**src/rtl/svga_rd_pkg.sv**
```systemverilog
package svga_rd_pkg;

  localparam int unsigned CNT_W = 12;
  typedef logic [CNT_W-1:0] tcnt_t;

  // control bits travelling down the output pipeline
  typedef struct packed {
    logic de;
    logic hs;
    logic vs;
    logic dup;
    logic req;
  } ctrl_t;

  // strict open-interval test: lo < x < hi
  function automatic logic f_in_open(tcnt_t x, tcnt_t lo, tcnt_t hi);
    return (x > lo) && (x < hi);
  endfunction

  // half-open interval test: beg <= x < fin
  function automatic logic f_in_span(tcnt_t x, tcnt_t beg, tcnt_t fin);
    return (x >= beg) && (x < fin);
  endfunction

endpackage

```
**src/rtl/svga_tmg_gen.sv**
```systemverilog
module svga_tmg_gen
  import svga_rd_pkg::*;
#(
  parameter int unsigned H_ACTIVE = 800,
  parameter int unsigned H_FP     = 40,
  parameter int unsigned H_SYNC   = 128,
  parameter int unsigned H_BP     = 88,
  parameter int unsigned V_ACTIVE = 600,
  parameter int unsigned V_FP     = 1,
  parameter int unsigned V_SYNC   = 4,
  parameter int unsigned V_BP     = 23
) (
  input  logic  clk,
  input  logic  rst_n,
  output tcnt_t h_cnt,
  output tcnt_t v_cnt,
  output logic  line_end,
  output logic  active,
  output logic  hs,
  output logic  vs
);

  localparam int unsigned H_TOTAL = H_ACTIVE + H_FP + H_SYNC + H_BP;
  localparam int unsigned V_TOTAL = V_ACTIVE + V_FP + V_SYNC + V_BP;
  localparam tcnt_t H_LAST  = tcnt_t'(H_TOTAL - 1);
  localparam tcnt_t V_LAST  = tcnt_t'(V_TOTAL - 1);
  localparam tcnt_t H_ACT   = tcnt_t'(H_ACTIVE);
  localparam tcnt_t V_ACT   = tcnt_t'(V_ACTIVE);
  localparam tcnt_t HS_BEG  = tcnt_t'(H_ACTIVE + H_FP);
  localparam tcnt_t HS_END  = tcnt_t'(H_ACTIVE + H_FP + H_SYNC);
  localparam tcnt_t VS_BEG  = tcnt_t'(V_ACTIVE + V_FP);
  localparam tcnt_t VS_END  = tcnt_t'(V_ACTIVE + V_FP + V_SYNC);

  tcnt_t h_q, v_q;

  always_ff @(posedge clk) begin
    if (!rst_n) begin
      h_q <= '0;
      v_q <= '0;
    end else if (h_q == H_LAST) begin
      h_q <= '0;
      v_q <= (v_q == V_LAST) ? '0 : v_q + 1'b1;
    end else begin
      h_q <= h_q + 1'b1;
    end
  end

  assign h_cnt    = h_q;
  assign v_cnt    = v_q;
  assign line_end = (h_q == H_LAST);
  assign active   = (h_q < H_ACT) && (v_q < V_ACT);
  assign hs       = f_in_span(h_q, HS_BEG, HS_END);
  assign vs       = f_in_span(v_q, VS_BEG, VS_END);

endmodule

```
**src/rtl/svga_rd_ctrl.sv**
```systemverilog
module svga_rd_ctrl
  import svga_rd_pkg::*;
#(
  parameter int unsigned WIN_H_LO   = 39,
  parameter int unsigned WIN_H_HI   = 788,
  parameter int unsigned WIN_V_LO   = 19,
  parameter int unsigned WIN_V_HI   = 604,
  parameter int unsigned REQ_A      = 100,
  parameter int unsigned REQ_B      = 500,
  parameter int unsigned DUP_PERIOD = 10
) (
  input  logic  clk,
  input  logic  rst_n,
  input  tcnt_t h_cnt,
  input  tcnt_t v_cnt,
  input  logic  line_end,
  input  logic  active,
  output logic  win,
  output logic  dup,
  output logic  pop,
  output logic  req,
  output tcnt_t rd_cnt
);

  localparam tcnt_t WHL  = tcnt_t'(WIN_H_LO);
  localparam tcnt_t WHH  = tcnt_t'(WIN_H_HI);
  localparam tcnt_t WVL  = tcnt_t'(WIN_V_LO);
  localparam tcnt_t WVH  = tcnt_t'(WIN_V_HI);
  localparam tcnt_t RQA  = tcnt_t'(REQ_A);
  localparam tcnt_t RQB  = tcnt_t'(REQ_B);

  tcnt_t cnt_q;

  // window: open interval on both axes, gated by the active area
  assign win = active && f_in_open(h_cnt, WHL, WHH) && f_in_open(v_cnt, WVL, WVH);

  // per-line read position, cleared at every line end
  always_ff @(posedge clk) begin
    if (!rst_n)        cnt_q <= '0;
    else if (line_end) cnt_q <= '0;
    else if (win)      cnt_q <= cnt_q + 1'b1;
  end

  assign rd_cnt = cnt_q;

  // repeat-phase counter, present only when repeating is configured
  generate
    if (DUP_PERIOD > 1) begin : g_dup
      localparam int unsigned PH_W = $clog2(DUP_PERIOD);
      localparam logic [PH_W-1:0] PH_LAST = PH_W'(DUP_PERIOD - 1);
      logic [PH_W-1:0] ph_q;

      always_ff @(posedge clk) begin
        if (!rst_n)        ph_q <= '0;
        else if (line_end) ph_q <= '0;
        else if (win)      ph_q <= (ph_q == PH_LAST) ? '0 : ph_q + 1'b1;
      end

      assign dup = win && (ph_q == PH_LAST);
    end else begin : g_nodup
      assign dup = 1'b0;
    end
  endgenerate

  assign pop = win && !dup;
  assign req = win && ((cnt_q == RQA) || (cnt_q == RQB));

endmodule

```
**src/rtl/svga_px_out.sv**
```systemverilog
module svga_px_out
  import svga_rd_pkg::*;
#(
  parameter int unsigned    PIX_W = 16,
  parameter logic [PIX_W-1:0] BLACK = 16'h1080
) (
  input  logic             clk,
  input  logic             rst_n,
  input  ctrl_t            ctrl_in,
  input  logic             buf_vld,
  input  logic [PIX_W-1:0] buf_data,
  output ctrl_t            ctrl_out,
  output logic [PIX_W-1:0] pix
);

  ctrl_t            s1_q, s2_q;
  logic [PIX_W-1:0] last_q, pix_q;

  // stage 1 waits for the buffer answer, stage 2 registers the pixel
  always_ff @(posedge clk) begin
    if (!rst_n) begin
      s1_q   <= '0;
      s2_q   <= '0;
      last_q <= BLACK;
      pix_q  <= BLACK;
    end else begin
      s1_q <= ctrl_in;
      s2_q <= s1_q;
      if (buf_vld) last_q <= buf_data;
      if (!s1_q.de)     pix_q <= BLACK;
      else if (buf_vld) pix_q <= buf_data;
      else              pix_q <= last_q;
    end
  end

  assign ctrl_out = s2_q;
  assign pix      = pix_q;

endmodule

```
**src/rtl/svga_line_reader.sv**
```systemverilog
module svga_line_reader
  import svga_rd_pkg::*;
#(
  parameter int unsigned H_ACTIVE   = 800,
  parameter int unsigned H_FP       = 40,
  parameter int unsigned H_SYNC     = 128,
  parameter int unsigned H_BP       = 88,
  parameter int unsigned V_ACTIVE   = 600,
  parameter int unsigned V_FP       = 1,
  parameter int unsigned V_SYNC     = 4,
  parameter int unsigned V_BP       = 23,
  parameter int unsigned WIN_H_LO   = 39,
  parameter int unsigned WIN_H_HI   = 788,
  parameter int unsigned WIN_V_LO   = 19,
  parameter int unsigned WIN_V_HI   = 604,
  parameter int unsigned REQ_A      = 100,
  parameter int unsigned REQ_B      = 500,
  parameter int unsigned DUP_PERIOD = 10,
  parameter int unsigned PIX_W      = 16,
  parameter logic [PIX_W-1:0] BLACK = 16'h1080
) (
  input  logic             clk,
  input  logic             rst_n,
  output logic             buf_rd,
  input  logic             buf_vld,
  input  logic [PIX_W-1:0] buf_data,
  output logic             hsync,
  output logic             vsync,
  output logic             de,
  output logic [PIX_W-1:0] pix,
  output logic             refill_req
);

  tcnt_t h_cnt, v_cnt, rd_cnt;
  logic  ln_end, act, hs_c, vs_c;
  logic  rd_win, rd_dup, rd_pop, rd_req;
  ctrl_t ctl_c, ctl_o;
  logic  out_dup;

  svga_tmg_gen #(
    .H_ACTIVE(H_ACTIVE), .H_FP(H_FP), .H_SYNC(H_SYNC), .H_BP(H_BP),
    .V_ACTIVE(V_ACTIVE), .V_FP(V_FP), .V_SYNC(V_SYNC), .V_BP(V_BP)
  ) u_tmg (
    .clk(clk), .rst_n(rst_n),
    .h_cnt(h_cnt), .v_cnt(v_cnt), .line_end(ln_end),
    .active(act), .hs(hs_c), .vs(vs_c)
  );

  svga_rd_ctrl #(
    .WIN_H_LO(WIN_H_LO), .WIN_H_HI(WIN_H_HI),
    .WIN_V_LO(WIN_V_LO), .WIN_V_HI(WIN_V_HI),
    .REQ_A(REQ_A), .REQ_B(REQ_B), .DUP_PERIOD(DUP_PERIOD)
  ) u_ctrl (
    .clk(clk), .rst_n(rst_n),
    .h_cnt(h_cnt), .v_cnt(v_cnt), .line_end(ln_end), .active(act),
    .win(rd_win), .dup(rd_dup), .pop(rd_pop), .req(rd_req), .rd_cnt(rd_cnt)
  );

  assign ctl_c = '{de: rd_win, hs: hs_c, vs: vs_c, dup: rd_dup, req: rd_req};

  svga_px_out #(.PIX_W(PIX_W), .BLACK(BLACK)) u_out (
    .clk(clk), .rst_n(rst_n),
    .ctrl_in(ctl_c), .buf_vld(buf_vld), .buf_data(buf_data),
    .ctrl_out(ctl_o), .pix(pix)
  );

  assign buf_rd     = rd_pop;
  assign hsync      = ctl_o.hs;
  assign vsync      = ctl_o.vs;
  assign de         = ctl_o.de;
  assign refill_req = ctl_o.req;
  assign out_dup    = ctl_o.dup;

endmodule

```
**config.mk**
```make
export PLATFORM = sky130hd
export DESIGN_NAME = svga_line_reader
export DESIGN_NICKNAME = d
export VERILOG_FILES = /design/src/rtl/svga_rd_pkg.sv /design/src/rtl/svga_tmg_gen.sv /design/src/rtl/svga_rd_ctrl.sv /design/src/rtl/svga_px_out.sv /design/src/rtl/svga_line_reader.sv
export SDC_FILE = /design/constraint.sdc
export NUM_CORES = 1
export LEC_CHECK = 0
export BUFFER_PORTS_ARGS = -buffer_cell sky130_fd_sc_hd__buf_2
export CORE_MARGIN = 5
export CORE_UTILIZATION = 40
export CTS_CLUSTER_SIZE = 16
export DETAILED_ROUTE_END_ITERATION = 8
export PLACE_DENSITY_LB_ADDON = 0.05
export SYNTH_ARGS = -nofsm -noshare
export SYNTH_HDL_FRONTEND = slang
export SYNTH_SLANG_ARGS = --single-unit
export TNS_END_PERCENT = 30
```
**constraint.sdc**
```tcl
create_clock -name clk -period 2.9 [get_ports clk]
set_input_delay 0.29 -clock clk [delete_from_list [all_inputs] [get_ports clk]]
set_output_delay 0.29 -clock clk [all_outputs]
set_load 0.02 [all_outputs]
```
# ---- Yosys cells after proc, flatten, opt, wreduce, memory -nomap -nowiden
# Index checks and enable logic that the tools add are counted.
dict set report op_classes {
  addsub 4
  magnitude_cmp 10
  n_eq_ne 5
  mux 3
  n_bitwise 1
  n_reduce_logical 14
}
# op count
set op_table {}
lappend op_table {{12-bit by 10-bit < comparator with 1-bit output, second input constant} 6}
lappend op_table {{12-bit by 1-bit adder with 12-bit output, second input constant} 3}
lappend op_table {{12-bit by 10-bit >= comparator with 1-bit output, second input constant} 2}
lappend op_table {{16-bit 2-to-1 mux} 1}
lappend op_table {{12-bit by 10-bit == test with 1-bit output, second input constant} 1}
lappend op_table {{12-bit by 11-bit == test with 1-bit output, second input constant} 1}
lappend op_table {{12-bit by 7-bit == test with 1-bit output, second input constant} 1}
lappend op_table {{12-bit by 9-bit == test with 1-bit output, second input constant} 1}
lappend op_table {{12-bit by 5-bit > comparator with 1-bit output, second input constant} 1}
lappend op_table {{12-bit by 6-bit > comparator with 1-bit output, second input constant} 1}
lappend op_table {{12-bit 2-to-1 mux} 1}
lappend op_table {{1-bit logical AND} 10}
lappend op_table {{4-bit by 1-bit adder with 4-bit output, second input constant} 1}
lappend op_table {{4-bit == test, second input constant} 1}
lappend op_table {{4-bit 2-to-1 mux} 1}
lappend op_table {{2-bit AND reduction} 1}
lappend op_table {{2-bit OR reduction} 1}
lappend op_table {{1-bit zero test} 1}
lappend op_table {{1-bit logical OR} 1}
lappend op_table {{1-bit NOT} 1}
dict set report totals {
  regBits 80
  input_bits 19
  out_inout_bits 21
  wordCells 51
}

# ---- Longest topological paths before layout
dict set report depth {
  word_depth 7
  depth_mapped 8
  depth_no_buf 6
}

# ---- Hierarchy
# From an unflattened synthesis, not the netlist that was laid out.
dict set report unflattened {
  hier_cells 377
  hier_area_um2 3512.1
}
# module n_inst cells_each area_each_um2 seq_area_each_um2
set by_module_without_submodules {}
lappend by_module_without_submodules {svga_tmg_gen 1 152 1308.8 480.5}
lappend by_module_without_submodules {svga_px_out 1 107 1272.5 840.8}
lappend by_module_without_submodules {svga_rd_ctrl 1 118 930.9 320.3}

# ---- Worst setup path after synthesis
# OpenSTA, ideal clock, no wires.
dict set report synth_timing {
  path_type {reg-to-output}
  startpoint {register u_tmg.v_q[11] (netlist: u_tmg.v_cnt[11])}
  endpoint {output buf_rd}
  arrival_time_ns 2.253
  required_ns 2.610
  slack_ns 0.357
  path_stages_with_launch 7
  path_buffers 2
  cell_sequence {dfxtp_1 or4_1 a221o_1 or3_4 buf_6 clkbuf_1 nor3_1}
}
dict set report synth_between {
  elab_chain_cells 7
  word_cells_on_any_way 10
  cone_classes {order compare (3); reduce/logical (7)}
}
# item line_no
set synth_rtl {}
lappend synth_rtl {{from (decl)} svga_tmg_gen.sv:34} ;# tcnt_t h_q, v_q;
lappend synth_rtl {{from (signal assigned)} svga_tmg_gen.sv:42} ;# v_q <= (v_q == V_LAST) ? '0 : v_q + 1'b1;
lappend synth_rtl {{12-bit by 10-bit < comparator with 1-bit output} svga_tmg_gen.sv:51} ;# assign active = (h_q < H_ACT) && (v_q < V_ACT);
lappend synth_rtl {{1-bit logical AND} svga_tmg_gen.sv:51}
lappend synth_rtl {{1-bit logical AND} svga_rd_ctrl.sv:35} ;# assign win = active && f_in_open(h_cnt, WHL, WHH) && f_in_open(v_cnt, WVL, WVH);
lappend synth_rtl {{1-bit logical AND *} svga_rd_ctrl.sv:35}
lappend synth_rtl {{1-bit logical AND} svga_rd_ctrl.sv:59} ;# assign dup = win && (ph_q == PH_LAST);
lappend synth_rtl {{1-bit zero test} svga_rd_ctrl.sv:65} ;# assign pop = win && !dup;
lappend synth_rtl {{1-bit logical AND *} svga_rd_ctrl.sv:65}
lappend synth_rtl {{to (decl)} svga_line_reader.sv:24} ;# output logic buf_rd,
# Every way passes the cells marked *; elsewhere a longest branch is shown, timed or not.

# ---- Final worst setup path
# Ends and elaborated chain as after synthesis.

==> flow_summary.ini <==
[run_status]
status = complete, no violations

[timing]
rsz0062_at_grt = no
slew_viol_final = 0
fin_setup_tns_ps = 0
period_share_pct = 91.1
fin_crit_ps = 2640
fmax_ghz = 0.379
setup_viol_count_final = 0
finClkSkew_ps = 11.3
tightest_slew_ps = 683
finalHoldViolCount = 0
slew_headroom_pct = 54.4
fin_ws_ps = 259

[setup_path]
r2r_cells = 5
crit_path_end_kind = output pin
r2r_end = u_ctrl.g_dup.ph_q[3]$_SDFFE_PP0P_
start_kind = register
crit_chain = or4_1, a221o_1, or3_4, nor3_1, buf_2
cp_max_fo = 29
r2r-start = u_tmg.v_cnt[11]$_SDFFE_PN0P_
crit_type = register to output pin
slowest_stage = or4_1
r2r_setup_slack_ps = 540
slowest_delay_ps = 510
required_ps = 2610
arrival_ps = 2350

[drt]
vias_per_cell = 5.15
dr.pass1.iters = 4
vias = 2614
routed_wl_mm = 6.67
ant_nets = 0
drcViolationCount = 0
drt_iter0_drc = 90
wl_per_cell_um = 13.1

[hold_path]
whs_path_depth = 3
worstHoldPathType = primary input to register
hp-start = buf_data[12]
hold_end = u_out.last_q[12]$_SDFF_PN1_

[final_layout]
seq_area_mm2 = 0.00160
synthToLayoutAreaGrowth_pct = 13.4
drive_above_1_share_pct = 15.6
n_antenna_cell = 0
layout_commonest_cell = dfxtp_1
multiInputGateArea_mm2 = 0.00158
final_cell_mix = dfxtp_1, nor2_1, buf_2
fin_area_mm2 = 0.00376
finalNetCount = 424
fillers = 818
stdcell_count = 508

[global_routing]
grt_pass1_vias = 2409
overflow = 0
antenna_found_initial = 0
grt_pass1_wl_mm = 11.3
track_usage_pct = 13.7
grt_max_degree = 30

[logic_synthesis]
synth_warnings = 0
ys_ff_latch = 80
synth_area_leaders = dfxtp_1, mux2i_1, nor2_1, and2_1, xnor2_1
avgSynthCellArea_um2 = 9.05
synth_top_flop_cell = dfxtp_1
synth_top_cell_by_area = dfxtp_1
yosysUniqueCellTypes = 36
async_flop_share_pct = 0
synth.top_cell.area_share_pct = 48.3
postSynthCellCount = 366
synth_edf_count = 0
syn_nets = 392
seq_area_frac_synth_pct = 48.3
syn_area_mm2 = 0.00331

[power]
finalPower_mw = 1.94
power_density_mw_per_mm2 = 517
vdd_drop_max_mv = 0.256
leakage_nw = 1.45

[placed_design]
placed_cells = 492
pre_cts_ws_ps = 544
gp_congestion = 0.854
dpl.hpwl_mm = 4.57
place_area_mm2 = 0.00358
port_buffers = 39

[floorplan]
core_area_mm2 = 0.00813
die_area_mm2 = 0.0102
initial_core_util_pct = 40.7
die_x_um = 101
rows = 33
io_pins = 40
die_h_um = 101

[job]
cap_violations = 0

[clock_network]
cts_resized = 0
numCtsBuffers = 9
cts_tree = done
cts_buffer_depth = 2
post_cts_buffers = 0
ctsHoldBuffers = 0
numClockSinks = 80
clk_latency_ps = 350
htreeDepth = 3
path_clk_slew_ps = 80
cts_root_buf = clkbuf_8
power by group:
group	internal (mW)	switching (mW)
sequential	1.11	0.00755
combinational	0.0294	0.0393
clock	0.320	0.431
synth_stat cells (2+ instances only):
master     n
nand2_1   20
or4_1     12
ha_1       7
xnor2_1   13
clkbuf_1  19
buf_6      2
a21oi_1   16
nand4_1    9
or3_1      4
dfxtp_1   80
and2_1    19
nand3_1   19
inv_1     11
o31ai_1   12
nor2_1    44
nor3_1    17
and3_1     8
nor4_1     4
o21ai_0    9
xor2_1     8
mux2i_1   17
a211o_1    2
registers in the layout, indices dropped and copies added, names as in the netlist:
name               flops
u_tmg.v_cnt           12
u_out.s1_q             4
u_out.pix             16
u_tmg.h_cnt           12
u_ctrl.rd_cnt         12
u_out.ctrl_out         4
u_ctrl.g_dup.ph_q      4
u_out.last_q          16
worst max-delay path, delay by kind of cell (launching register included):
family,cells,cell delay (ps)
AOI/OAI and AO/OA,1,300
buffers and inverters,1,190
DFF,1,330
and+or+nand+nor,3,1190
layer usage:
metal  track usage, %  part of all wire, %  vias up  routed length, um
met2             21.9                   45       48               3010
met4             5.83                  1.8        0                123
li1                 -                    -     1345                  -
met3             2.84                  4.4       12                296
met1             17.8                   49     1209               3240
met5                0                    0        -                  0
final cells by class:
type                       count  area share [%]
clock buffer                   9            3.30
clock inverter                 7            1.47
inverter                      11            1.10
multi-input combinational    253            42.0
sequential                    80            42.6
tap                          105            3.50
timing repair buffer          43            6.00
worst max-delay path by stage:
stage | startpoint | to | depth (start not counted)
2_1_floorplan | u_tmg.v_cnt[11]$_SDFFE_PN0P_ | buf_rd | 6
3_3_place_gp | u_tmg.v_cnt[11]$_SDFFE_PN0P_ | u_ctrl.g_dup.ph_q[3]$_SDFFE_PP0P_ | 5
3_5_place_dp | u_tmg.v_cnt[10]$_SDFFE_PN0P_ | u_ctrl.g_dup.ph_q[3]$_SDFFE_PP0P_ | 5
4_1_cts | u_tmg.v_cnt[10]$_SDFFE_PN0P_ | buf_rd | 5
5_1_grt | u_tmg.v_cnt[10]$_SDFFE_PN0P_ | buf_rd | 5
6_report | u_tmg.v_cnt[11]$_SDFFE_PN0P_ | buf_rd | 5
kinds of logic after synthesis:
| family | synth area share [%] |
|---|---|
| xor gates and xnor gates | 5.55 |
| buffers and inverters | 4.19 |
| adders and majority gates | 2.64 |
| muxes | 5.14 |
| DFF | 48.3 |
| and+or+nand+nor | 25.4 |
| AOI/OAI and AO/OA | 8.72 |
metrics by stage:
stage                     hold slack, ps  utilization (%)
after floorplan                      412                -
after global placement               419             44.0
after detailed placement             419             44.0
after CTS                            184             46.2
after global routing                 203             46.2
final                                197             46.2
Note: power is estimated with default switching activity, not from simulation.
